--- config.mk ---
export PLATFORM = sky130hd
export DESIGN_NAME = chroma_upsampler
export DESIGN_NICKNAME = d
export VERILOG_FILES = /design/src/rtl/cu_pkg.sv /design/src/rtl/cu_enable.sv /design/src/rtl/cu_delay.sv /design/src/rtl/cu_sync_phase.sv /design/src/rtl/cu_chroma_pair.sv /design/src/rtl/chroma_upsampler.sv
export SDC_FILE = /design/constraint.sdc
export NUM_CORES = 1
export LEC_CHECK = 0
export ABC_AREA = 1
export BUFFER_PORTS_ARGS = -buffer_cell sky130_fd_sc_hd__buf_4
export CORE_ASPECT_RATIO = 0.7
export CORE_MARGIN = 2
export CORE_UTILIZATION = 29
export DETAILED_ROUTE_END_ITERATION = 12
export PLACE_DENSITY = 0.49
export SYNTH_ARGS = -nofsm -noshare
export SYNTH_HDL_FRONTEND = slang
export SYNTH_SLANG_ARGS = --single-unit
--- constraint.sdc ---
create_clock -name clk -period 2.25 [get_ports clk]
set_input_delay 0.45 -clock clk [delete_from_list [all_inputs] [get_ports clk]]
set_output_delay 0.45 -clock clk [all_outputs]
set_load 0.05 [all_outputs]
--- src/rtl/cu_pkg.sv ---
package cu_pkg;
  localparam logic [2:0] MODE_PASS = 3'b000;
  localparam logic [2:0] MODE_422  = 3'b001;

  // interpolation is active only for the 4:2:2 code in the inverse direction
  function automatic logic interp_sel(input logic [2:0] m, input logic d);
    return (m == MODE_422) && d;
  endfunction

  // number of advancing edges between a luma capture and its output
  localparam int unsigned PIPE_LAG = 2;
endpackage

--- src/rtl/cu_enable.sv ---
module cu_enable (
  input  logic clk,
  input  logic rst_n,
  input  logic en_n,
  output logic ce
);
  logic en_q;
  always_ff @(posedge clk) begin
    if (!rst_n) en_q <= 1'b0;
    else        en_q <= ~en_n;
  end
  assign ce = en_q;
endmodule

--- src/rtl/cu_delay.sv ---
module cu_delay #(
  parameter int unsigned W     = 8,
  parameter int unsigned DEPTH = 2
) (
  input  logic         clk,
  input  logic         rst_n,
  input  logic         ce,
  input  logic [W-1:0] d,
  output logic [W-1:0] q
);
  logic [W-1:0] stg [DEPTH];
  for (genvar i = 0; i < DEPTH; i++) begin : g_stage
    if (i == 0) begin : g_head
      always_ff @(posedge clk) begin
        if (!rst_n)  stg[0] <= '0;
        else if (ce) stg[0] <= d;
      end
    end else begin : g_tail
      always_ff @(posedge clk) begin
        if (!rst_n)  stg[i] <= '0;
        else if (ce) stg[i] <= stg[i-1];
      end
    end
  end
  assign q = stg[DEPTH-1];
endmodule

--- src/rtl/cu_sync_phase.sv ---
module cu_sync_phase (
  input  logic clk,
  input  logic rst_n,
  input  logic ce,
  input  logic interp,
  input  logic sync,
  output logic start_evt,
  output logic cb_slot,
  output logic cr_slot,
  output logic expect_cr
);
  logic s1, s2, armed;

  always_ff @(posedge clk) begin
    if (!rst_n) begin
      s1 <= 1'b0;
      s2 <= 1'b0;
    end else if (ce) begin
      s1 <= sync;
      s2 <= s1;
    end
  end

  // second advancing edge after the sync rise
  assign start_evt = ce && interp && s1 && !s2;
  assign cb_slot   = ce && interp && (start_evt || (armed && !expect_cr));
  assign cr_slot   = ce && interp && !start_evt && armed && expect_cr;

  always_ff @(posedge clk) begin
    if (!rst_n) begin
      armed     <= 1'b0;
      expect_cr <= 1'b0;
    end else if (ce) begin
      if (!interp) begin
        armed     <= 1'b0;
        expect_cr <= 1'b0;
      end else if (start_evt) begin
        armed     <= 1'b1;
        expect_cr <= 1'b1;
      end else if (armed) begin
        expect_cr <= ~expect_cr;
      end
    end
  end
endmodule

--- src/rtl/cu_chroma_pair.sv ---
module cu_chroma_pair #(
  parameter int unsigned W = 8
) (
  input  logic         clk,
  input  logic         rst_n,
  input  logic         ce,
  input  logic         interp,
  input  logic         cb_slot,
  input  logic         cr_slot,
  input  logic [W-1:0] c_in,
  output logic [W-1:0] cb_hold,
  output logic [W-1:0] pair_cb,
  output logic [W-1:0] pair_cr,
  output logic         pair_valid
);
  always_ff @(posedge clk) begin
    if (!rst_n)       cb_hold <= '0;
    else if (cb_slot) cb_hold <= c_in;
  end

  always_ff @(posedge clk) begin
    if (!rst_n) begin
      pair_cb    <= '0;
      pair_cr    <= '0;
      pair_valid <= 1'b0;
    end else if (cr_slot) begin
      pair_cb    <= cb_hold;
      pair_cr    <= c_in;
      pair_valid <= 1'b1;
    end else if (ce && !interp) begin
      pair_valid <= 1'b0;
    end
  end
endmodule

--- src/rtl/chroma_upsampler.sv ---
module chroma_upsampler #(
  parameter int unsigned W = 8
) (
  input  logic         clk,
  input  logic         rst_n,
  input  logic         en_n,
  input  logic         dir,
  input  logic [2:0]   mode,
  input  logic         sync,
  input  logic [W-1:0] y_in,
  input  logic [W-1:0] c_in,
  input  logic [W-1:0] cb_in,
  output logic [W-1:0] y_out,
  output logic [W-1:0] cb_out,
  output logic [W-1:0] cr_out,
  output logic         out_valid
);
  import cu_pkg::*;

  localparam int unsigned LAG = PIPE_LAG;

  logic ce, interp;
  logic start_evt, cb_slot, cr_slot, expect_cr;
  logic [W-1:0] cb_hold, pair_cb, pair_cr;
  logic         pair_valid;
  logic [W-1:0] y_d, cb_d, cr_d;
  logic         pass_valid;

  assign interp = interp_sel(mode, dir);

  cu_enable u_en (.clk(clk), .rst_n(rst_n), .en_n(en_n), .ce(ce));

  cu_sync_phase u_phase (
    .clk(clk), .rst_n(rst_n), .ce(ce), .interp(interp), .sync(sync),
    .start_evt(start_evt), .cb_slot(cb_slot), .cr_slot(cr_slot),
    .expect_cr(expect_cr)
  );

  cu_chroma_pair #(.W(W)) u_pair (
    .clk(clk), .rst_n(rst_n), .ce(ce), .interp(interp),
    .cb_slot(cb_slot), .cr_slot(cr_slot), .c_in(c_in),
    .cb_hold(cb_hold), .pair_cb(pair_cb), .pair_cr(pair_cr),
    .pair_valid(pair_valid)
  );

  // luma lag balances the wait for the matching Cr
  cu_delay #(.W(W), .DEPTH(LAG)) u_ydly (
    .clk(clk), .rst_n(rst_n), .ce(ce), .d(y_in), .q(y_d));
  cu_delay #(.W(W), .DEPTH(LAG)) u_cbdly (
    .clk(clk), .rst_n(rst_n), .ce(ce), .d(cb_in), .q(cb_d));
  cu_delay #(.W(W), .DEPTH(LAG)) u_crdly (
    .clk(clk), .rst_n(rst_n), .ce(ce), .d(c_in), .q(cr_d));
  cu_delay #(.W(1), .DEPTH(LAG)) u_vdly (
    .clk(clk), .rst_n(rst_n), .ce(ce), .d(1'b1), .q(pass_valid));

  always_comb begin
    y_out = y_d;
    if (interp) begin
      cb_out    = pair_cb;
      cr_out    = pair_cr;
      out_valid = pair_valid;
    end else begin
      cb_out    = cb_d;
      cr_out    = cr_d;
      out_valid = pass_valid;
    end
  end
endmodule

==> results.sh, run 1 <==
export IMPL_ctsResizeCount=0
export IMPL_timing_rr_start="u_en.ce$_SDFF_PN0_"
export IMPL_synth_mux_area_frac=0
export IMPL_h_tree_depth=3
export IMPL_synth_yosys_seq_area_share=0.6149
export IMPL_whs_endpoint="u_en.ce$_SDFF_PN0_"
export IMPL_antenna_found_initial=0
export IMPL_drc=0
export IMPL_io_pins=57
export IMPL_slew_limit_headroom=0.7046
export IMPL_synth_compound_area_frac=0.04965
export IMPL_die_w_um=133.5
export IMPL_crit_slowest_cell="o21ai_0"
export IMPL_layout_commonest_cell="inv_1"
export IMPL_cts_sinks=80
export IMPL_ys_types=19
export IMPL_layout_drive_gt1_share=0.1907
export IMPL_hold_class="primary input to flip-flop"
export IMPL_numCtsBuffers=9
export IMPL_diodes=0
export IMPL_track_usage=0.1229
export IMPL_cts_clk_slew_worst_paths_ns=0.06
export IMPL_grt_pass1_wl_um=12010
export IMPL_vdd_drop_max_mv=0.3407
export IMPL_powerDensity_nw_per_um2=801.7
export IMPL_cts_root_buf="clkbuf_16"
export IMPL_avgSynthCellArea_um2=8.701
export IMPL_crit_type="primary input to output pin"
export IMPL_startpoint_type="primary input"
export IMPL_cts_tree="built"
export IMPL_synth_seq_cells=80
export IMPL_synthTopCellsByArea="edfxtp_1, dfxtp_1, inv_1, nor2_1, nand2_1"
export IMPL_synth_top_area_frac=0.4325
export IMPL_io_buffers=56
export IMPL_fin_crit_sh=0.8772
export IMPL_max_freq_ghz=0.5066
export IMPL_area_delta_synth_final_pct=27.18
export IMPL_ant_nets=0
export IMPL_initial_core_util=0.2943
export IMPL_synthSimpleGateAreaFrac=0.2056
export IMPL_drv_slew=0
export IMPL_nNetsFinal=478
export IMPL_min_delay_start="en_n"
export IMPL_synth_xor_area_frac=0
export IMPL_rsz0062_at_grt="false"
export IMPL_hold_ws_ns=0.2679
export IMPL_grt_pass1_vias=2495
export IMPL_post_dp_hpwl_um=4627
export IMPL_synthCells=391
export IMPL_drt_first_pass_iters=4
export IMPL_dpl_cell_area_um2=4021
export IMPL_synth_adder_area_share=0
export IMPL_finalHoldViolations=0
export IMPL_worstHoldPathCells=2
export IMPL_post_cts_setup_buffers=0
export IMPL_clk_latency_ns=0.33
export IMPL_synth_warnings=0
export IMPL_drt_iter0_drc=111
export IMPL_path_cells="buf_4 -> nor2_2 -> nand2_1 -> buf_12 -> o21ai_0 -> buf_4"
export IMPL_die_area_um2=12630
export IMPL_syn_cell_area_um2=3402
export IMPL_route_vias_total=2440
export IMPL_cts_hold_fix_buffers=0
export IMPL_max_cap_viol_count=0
export IMPL_utilization=0.3742
export IMPL_fin_crit_ns=1.974
export IMPL_overflow=0
export IMPL_clockBufferDepth=2
export IMPL_cpPeakStageDelay_ns=0.30
export IMPL_worstMarginPinSlew_ns=0.4416
export IMPL_r2r_end="u_crdly.stg[0][7]$_SDFFCE_PN0P_"
export IMPL_vias_per_cell=4.013
export IMPL_place_congestion=0.7301
export IMPL_path_max_fanout=35
export IMPL_required_ns=1.80
export IMPL_fp_dieH_um=94.62
export IMPL_r2r_cells=3
export IMPL_wl_um=6832
export IMPL_cpMostUsedCell="buf_4"
export IMPL_wl_per_cell_um=11.24
export IMPL_row_count=33
export IMPL_synth_fp_nets=423
export IMPL_fin_area_um2=4327
export IMPL_finalSetupViolations=0
export IMPL_grt_max_degree=36
export IMPL_finClkSkew_ns=0.006376
export IMPL_status="complete, no violations"
export IMPL_critPathArrivalTime_ns=1.52
export IMPL_rrSetupSlack_ns=0.76
export IMPL_fp_coreArea_um2=11560
export IMPL_crit_path_end_kind="output pin"
export IMPL_synth_top_family_by_area="simple AND/OR/NAND/NOR gates"
export IMPL_final_cell_mix="inv_1, nor2_1, buf_4, nand2_1, edfxtp_1"
export IMPL_post_synth_top_area_cell="edfxtp_1"
export IMPL_p_leak_nw=1.962
[state kept, by name, summed over array words and instances (netlist names)]
signal	count
u_cbdly.stg	16
u_crdly.stg	16
u_en.ce	1
u_pair.cb_hold	8
u_pair.pair_cb	8
u_pair.pair_cr	8
u_pair.pair_valid	1
u_phase.armed	1
u_phase.expect_cr	1
u_phase.s1	1
u_phase.s2	1
u_vdly.stg	2
u_ydly.stg	16
[worst max-delay path: cells and delay by family]
| kind | cells | cell delay, ns |
|---|---|---|
| buffers and inverters | 3 | 0.55 |
| AO/OA/AOI/OAI | 1 | 0.30 |
| AND/OR/NAND/NOR | 2 | 0.22 |
[cell type report]
class                      instances  area, um2
clock buffer                      12      236.5
clock inverter                     4      68.82
fill                            1238       7234
inverter                          97      364.1
multi-input combinational        197      873.3
sequential                        80       2092
tap                              157      196.4
timing repair buffer              61      495.5
[Yosys cell counts]
library cell / instances
inv_1: 92
nor2_1: 83
nand2_1: 58
edfxtp_1: 49
dfxtp_1: 31
o21ai_0: 28
nand4_1: 16
clkbuf_1: 8
buf_2: 5
inv_2: 5
a21oi_1: 4
buf_1: 3
nand3_1: 2
nor2_2: 2
buf_6: 1
nand3_2: 1
nand3_4: 1
nor2_8: 1
o21ai_2: 1
[through the flow]
step / setup TNS (ns) / worst slack, ns / cells / power, mW
2_1_floorplan: -3.226 / -0.2173 / 391 / 1.865
3_3_place_gp: 0 / 0.2597 / 592 / 1.992
3_5_place_dp: 0 / 0.2855 / 592 / 1.995
4_1_cts: 0 / 0.2704 / 608 / 3.521
5_1_grt: 0 / 0.1715 / 608 / 3.617
6_report: 0 / 0.2762 / 608 / 3.469
[cell families after synthesis]
logic type / after synthesis
buf+inv: 114
compound gates: 33
simple gates: 164
flops: 80
[power by group]
part           switching [mW]  total [mW]  internal, mW
combinational           0.210       0.315         0.105
clock                   0.544        1.51         0.967
sequential             0.0178        1.64          1.62
[metal layers]
metal,share of wire,track usage,vias up
met5,0,0,-
met4,0.011,0.02926,0
met3,0.061,0.05314,7
met2,0.44,0.1916,49
met1,0.49,0.1588,1085
li1,-,-,1299
[worst max path at each step]
stage                 start         to  cells after the start
floorplan           mode[1]  cb_out[6]                      4
global placement    mode[1]  cr_out[2]                      6
detailed placement  mode[1]  cr_out[0]                      6
CTS                 mode[1]  cr_out[0]                      6
global route        mode[1]  cr_out[0]                      6
finish              mode[1]  cr_out[0]                      6
No activity file was read; power rests on OpenSTA's default activity.
==> run 2: changes to the inputs <==
--- a/config.mk
+++ b/config.mk
@@ -7,8 +7,7 @@
 export LEC_CHECK = 0
 export ABC_AREA = 1
 export BUFFER_PORTS_ARGS = -buffer_cell sky130_fd_sc_hd__buf_4
-export CORE_ASPECT_RATIO = 0.7
-export CORE_MARGIN = 2
+export CORE_ASPECT_RATIO = 0.75
 export CORE_UTILIZATION = 29
 export DETAILED_ROUTE_END_ITERATION = 12
 export PLACE_DENSITY = 0.49
==> run 2 against run 1 <==
Non-clock buffer count up 3. Power down 2.5%. Global-route usage up 0.59 points. Clock power down 5%. Cell count up 0.49%. Sequential power about the same. Core utilization up 1.1 points.
==> results.sh, run 2 (synthesized netlist as in run 1, its figures left out) <==
export IMPL_crit_type="primary input to output pin"
export IMPL_io_pins=57
export IMPL_track_usage=0.1288
export IMPL_drc=0
export IMPL_seqPwrFrac=0.486
export IMPL_slew_limit_headroom=0.6716
export IMPL_grt_util_met2=0.2024
export IMPL_antenna_found_initial=0
export IMPL_clockBufferDepth=2
export IMPL_fin_crit_ns=1.957
export IMPL_place_ws_ns=0.2909
export IMPL_area_delta_synth_final_pct=26.66
export IMPL_final_cell_mix="inv_1, nor2_1, buf_4, nand2_1, edfxtp_1"
export IMPL_finalHoldViolations=0
export IMPL_post_cts_setup_buffers=0
export IMPL_grt_util_met3=0.05225
export IMPL_die_w_um=127.1
export IMPL_post_dp_hpwl_um=4658
export IMPL_cpPeakStageDelay_ns=0.28
export IMPL_worst_path_buf_inv=3
export IMPL_numCtsBuffers=9
export IMPL_p_switching_mw=0.7731
export IMPL_use_met1=0.1612
export IMPL_worstMarginPinSlew_ns=0.4927
export IMPL_required_ns=1.80
export IMPL_fp_coreArea_um2=11190
export IMPL_fp_dieH_um=95.80
export IMPL_drv_slew=0
export IMPL_wl_um=6799
export IMPL_nNetsFinal=481
export IMPL_ant_nets=0
export IMPL_critPathArrivalTime_ns=1.51
export IMPL_dpl_cell_area_um2=4019
export IMPL_finalSetupViolations=0
export IMPL_cts_clk_slew_worst_paths_ns=0.05
export IMPL_io_buffers=56
export IMPL_h_tree_depth=3
export IMPL_route_vias_total=2485
export IMPL_p_leak_nw=1.960
export IMPL_grt_pass1_vias=2440
export IMPL_cts_root_buf="clkbuf_16"
export IMPL_diodes=0
export IMPL_path_max_fanout=35
export IMPL_busiest_layer="met2"
export IMPL_swShare=0.2285
export IMPL_vdd_drop_max_mv=0.3916
export IMPL_fillers=1149
export IMPL_max_freq_ghz=0.5109
export IMPL_wl_per_cell_um=11.13
export IMPL_crit_path_end_kind="output pin"
export IMPL_p_int_mw=2.610
export IMPL_fin_area_um2=4309
export IMPL_vias_per_cell=4.067
export IMPL_max_cap_viol_count=0
export IMPL_row_count=33
export IMPL_p_comb_frac=0.093
export IMPL_cpMostUsedCell="buf_4"
export IMPL_rsz0062_at_grt="false"
export IMPL_place_congestion=0.7161
export IMPL_path_cells="buf_4 -> nor2_2 -> nand2_1 -> buf_12 -> o21ai_0 -> buf_4"
export IMPL_ctsResizeCount=0
export IMPL_fin_crit_sh=0.8700
export IMPL_layout_commonest_cell="inv_1"
export IMPL_cts_tree="built"
export IMPL_startpoint_type="primary input"
export IMPL_layout_drive_gt1_share=0.1982
export IMPL_multi_input_area_um2=873.3
export IMPL_cpLargestDelayFamily="buffers and inverters"
export IMPL_drt_iter0_drc=142
export IMPL_hold_class="primary input to flip-flop"
export IMPL_seq_area_um2=2092
export IMPL_clk_latency_ns=0.33
export IMPL_p_clk_frac=0.421
export IMPL_rrSetupSlack_ns=0.83
export IMPL_status="complete, no violations"
export IMPL_grt_pass1_wl_um=11640
export IMPL_setup_ws_ns=0.2926
export IMPL_crit_slowest_cell="o21ai_0"
export IMPL_top_regs="u_cbdly.stg: 16 flops, u_crdly.stg: 16 flops, u_ydly.stg: 16 flops"
export IMPL_powerDensity_nw_per_um2=785.2
export IMPL_finClkSkew_ns=0.005447
export IMPL_overflow=0
export IMPL_die_area_um2=12170
export IMPL_drt_first_pass_iters=4
export IMPL_initial_core_util=0.3040
export IMPL_cts_hold_fix_buffers=0
export IMPL_utilization=0.3851
export IMPL_grt_max_degree=37
export IMPL_cts_sinks=80
## run 2: power by group through the flow
| stage | Sequential, mW | Clock [mW] | Combinational, mW |
|---|---|---|---|
| after global placement | 1.67 | 0 | 0.318 |
| after CTS | 1.64 | 1.47 | 0.321 |
| after floorplan | 1.70 | 0 | 0.164 |
| after global routing | 1.65 | 1.54 | 0.347 |
| after detailed placement | 1.67 | 0 | 0.320 |
| final | 1.64 | 1.43 | 0.314 |
## run 2: path summary, 6_finish.rpt
check,startpoint,depth (start not counted),end
worst max-delay path,mode[1],6,cr_out[1]
worst min-delay path,en_n,2,u_en.ce$_SDFF_PN0_
worst max register to register,u_en.ce$_SDFF_PN0_,3,u_cbdly.stg[0][3]$_SDFFCE_PN0P_
worst min register to register,u_vdly.stg[0]$_DFFE_PP_,2,u_vdly.stg[1]$_DFF_P_
## run 2: routing by layer
layer,part of all wire,routed length [um],vias up
met2,0.44,2981,49
li1,-,-,1305
met3,0.059,402,7
met5,0,0,-
met1,0.49,3344,1124
met4,0.010,70,0
## run 2: final cells by class
class | instances | area share
clock buffers | 12 | 0.05720
clock inverters | 4 | 0.01016
inverters | 97 | 0.08449
multi-input cells | 197 | 0.2027
flip-flops and latches | 80 | 0.4855
well taps | 157 | 0.04559
repair buffers | 64 | 0.1144
## run 2: through the flow
step / total power [mW] / setup TNS (ns) / hold WS [ns] / instances
floorplan: 1.865 / -3.226 / 0.4215 / 391
global placement: 1.992 / 0 / 0.4325 / 595
detailed placement: 1.995 / 0 / 0.4407 / 595
CTS: 3.437 / 0 / 0.2560 / 611
global route: 3.535 / 0 / 0.2607 / 611
finish: 3.383 / 0 / 0.2699 / 611
==> run 3: changes to the inputs <==
--- a/config.mk
+++ b/config.mk
@@ -8,9 +8,9 @@
 export ABC_AREA = 1
 export BUFFER_PORTS_ARGS = -buffer_cell sky130_fd_sc_hd__buf_4
 export CORE_ASPECT_RATIO = 0.75
-export CORE_UTILIZATION = 29
+export CORE_UTILIZATION = 45
 export DETAILED_ROUTE_END_ITERATION = 12
-export PLACE_DENSITY = 0.49
+export PLACE_DENSITY = 0.68
 export SYNTH_ARGS = -nofsm -noshare
 export SYNTH_HDL_FRONTEND = slang
 export SYNTH_SLANG_ARGS = --single-unit
==> run 3 against run 2 <==
Power fell by 16%. Setup slack improved by 0.083 ns. Critical endpoint unchanged. Highest routed layer unchanged. Die area fell by 35%. Largest cell class unchanged. Sequential share of layout area rose by 2.0 points.
==> results.sh, run 3 (synthesized netlist as in run 1, its figures left out) <==
export IMPL_status="complete, no violations"
export IMPL_multi_input_area_um2=873.3
export IMPL_ant_nets=0
export IMPL_max_cap_viol_count=0
export IMPL_die_area_um2=7916
export IMPL_ctsResizeCount=0
export IMPL_worstMarginPinSlew_ns=0.5286
export IMPL_powerDensity_nw_per_um2=688.9
export IMPL_drv_slew=0
export IMPL_cts_tree="built"
export IMPL_cts_root_buf="clkbuf_8"
export IMPL_wl_um=6260
export IMPL_nNetsFinal=480
export IMPL_fin_crit_sh=0.8331
export IMPL_max_freq_ghz=0.5335
export IMPL_cts_sinks=80
export IMPL_final_cell_mix="inv_1, nor2_1, buf_4, nand2_1, edfxtp_1"
export IMPL_area_delta_synth_final_pct=21.77
export IMPL_drc=0
export IMPL_wl_per_cell_um=11.30
export IMPL_place_ws_ns=0.3898
export IMPL_antenna_found_initial=0
export IMPL_numCtsBuffers=9
export IMPL_critPathArrivalTime_ns=1.42
export IMPL_layout_commonest_cell="inv_1"
export IMPL_diodes=0
export IMPL_drt_first_pass_iters=4
export IMPL_cts_hold_fix_buffers=0
export IMPL_p_leak_nw=1.905
export IMPL_rsz0062_at_grt="false"
export IMPL_required_ns=1.80
export IMPL_finalSetupViolations=0
export IMPL_clk_latency_ns=0.35
export IMPL_initial_core_util=0.4641
export IMPL_route_vias_total=2474
export IMPL_h_tree_depth=3
export IMPL_overflow=0
export IMPL_fp_coreArea_um2=7331
export IMPL_fin_crit_ns=1.875
export IMPL_grt_pass1_vias=2458
export IMPL_row_count=27
export IMPL_place_congestion=0.7616
export IMPL_post_cts_setup_buffers=0
export IMPL_grt_pass1_wl_um=10720
export IMPL_post_dp_hpwl_um=4221
export IMPL_crit_type="primary input to output pin"
export IMPL_grt_util_met3=0.05561
export IMPL_io_pins=57
export IMPL_track_usage=0.1811
export IMPL_fillers=681
export IMPL_seq_area_um2=2092
export IMPL_vias_per_cell=4.466
export IMPL_vdd_drop_max_mv=0.3465
export IMPL_io_buffers=56
export IMPL_setup_ws_ns=0.3754
export IMPL_crit_path_end_kind="output pin"
export IMPL_die_w_um=102.4
export IMPL_top_regs="u_cbdly.stg: 16 flops, u_crdly.stg: 16 flops, u_ydly.stg: 16 flops"
export IMPL_fp_dieH_um=77.30
export IMPL_grt_util_met2=0.2953
export IMPL_finalHoldViolations=0
export IMPL_finClkSkew_ns=0.009043
export IMPL_drt_iter0_drc=110
export IMPL_use_met1=0.2219
export IMPL_startpoint_type="primary input"
export IMPL_busiest_layer="met2"
export IMPL_layout_drive_gt1_share=0.1965
export IMPL_grt_max_degree=36
export IMPL_cts_clk_slew_worst_paths_ns=0.08
export IMPL_fin_area_um2=4143
export IMPL_slew_limit_headroom=0.6463
export IMPL_clockBufferDepth=2
export IMPL_hold_class="primary input to flip-flop"
export IMPL_dpl_cell_area_um2=3979
export IMPL_path_max_fanout=35
run 3: cell count changes in the layout (fill, tap and decap cells not counted):
cell | previous run | this run
clkbuf_1 | 2 | 1
clkbuf_8 | 1 | 9
clkbuf_16 | 9 | 0
clkinvlp_4 | 0 | 2
clkinv_2 | 2 | 1
clkinv_4 | 0 | 1
buf_12 | 1 | 4
clkinv_1 | 1 | 2
bufinv_16 | 1 | 0
buf_4 | 63 | 59
run 3: critical path: stages:
cell and delay (ns):
buf_4 0.11, nor2_2 0.12, nand2_1 0.10, buf_12 0.18, o21ai_0 0.22, buf_4 0.24
run 3: final timing paths:
kind | slack, ns | cells after the start | start | end
min | 0.24 | 2 | en_n | u_en.ce$_SDFF_PN0_
min reg2reg | 0.46 | 2 | u_vdly.stg[0]$_DFFE_PP_ | u_vdly.stg[1]$_DFF_P_
max | 0.38 | 6 | mode[1] | cr_out[1]
max reg2reg | 0.80 | 3 | u_en.ce$_SDFF_PN0_ | u_cbdly.stg[1][4]$_SDFFCE_PN0P_
run 3: where the power goes:
group / total (mW) / internal (mW) / leakage [nW] / switching (mW)
Clock: 0.894 / 0.392 / 0.0773 / 0.502
Sequential: 1.64 / 1.62 / 0.764 / 0.0190
Combinational: 0.318 / 0.110 / 1.06 / 0.209
run 3: final cells by class:
cell class                      count  share of cell area
Inverter                           97             0.08789
Multi-Input combinational cell    197              0.2108
Clock buffer                       10             0.03081
Timing Repair Buffer               63              0.1262
Sequential cell                    80              0.5050
Tap cell                          101             0.03050
Clock inverter                      6            0.008759
run 3: layer usage:
layer  vias up  share of wire
li1       1305              -
met1      1114           0.47
met2        46           0.47
met3         9          0.045
met4         0          0.012
met5         -              0
run 3: per-stage QoR:
stage                     power [mW]  TNS (ns)  utilization  hold slack, ns  std cells
final                          2.854         0       0.5651          0.2391        554
after global placement         1.989         0       0.5428          0.4335        538
after CTS                      2.888         0       0.5651          0.2226        554
after global routing           2.984         0       0.5651          0.2288        554
after detailed placement       1.996         0       0.5428          0.4505        538
after floorplan                1.865    -3.226            -          0.4215        391
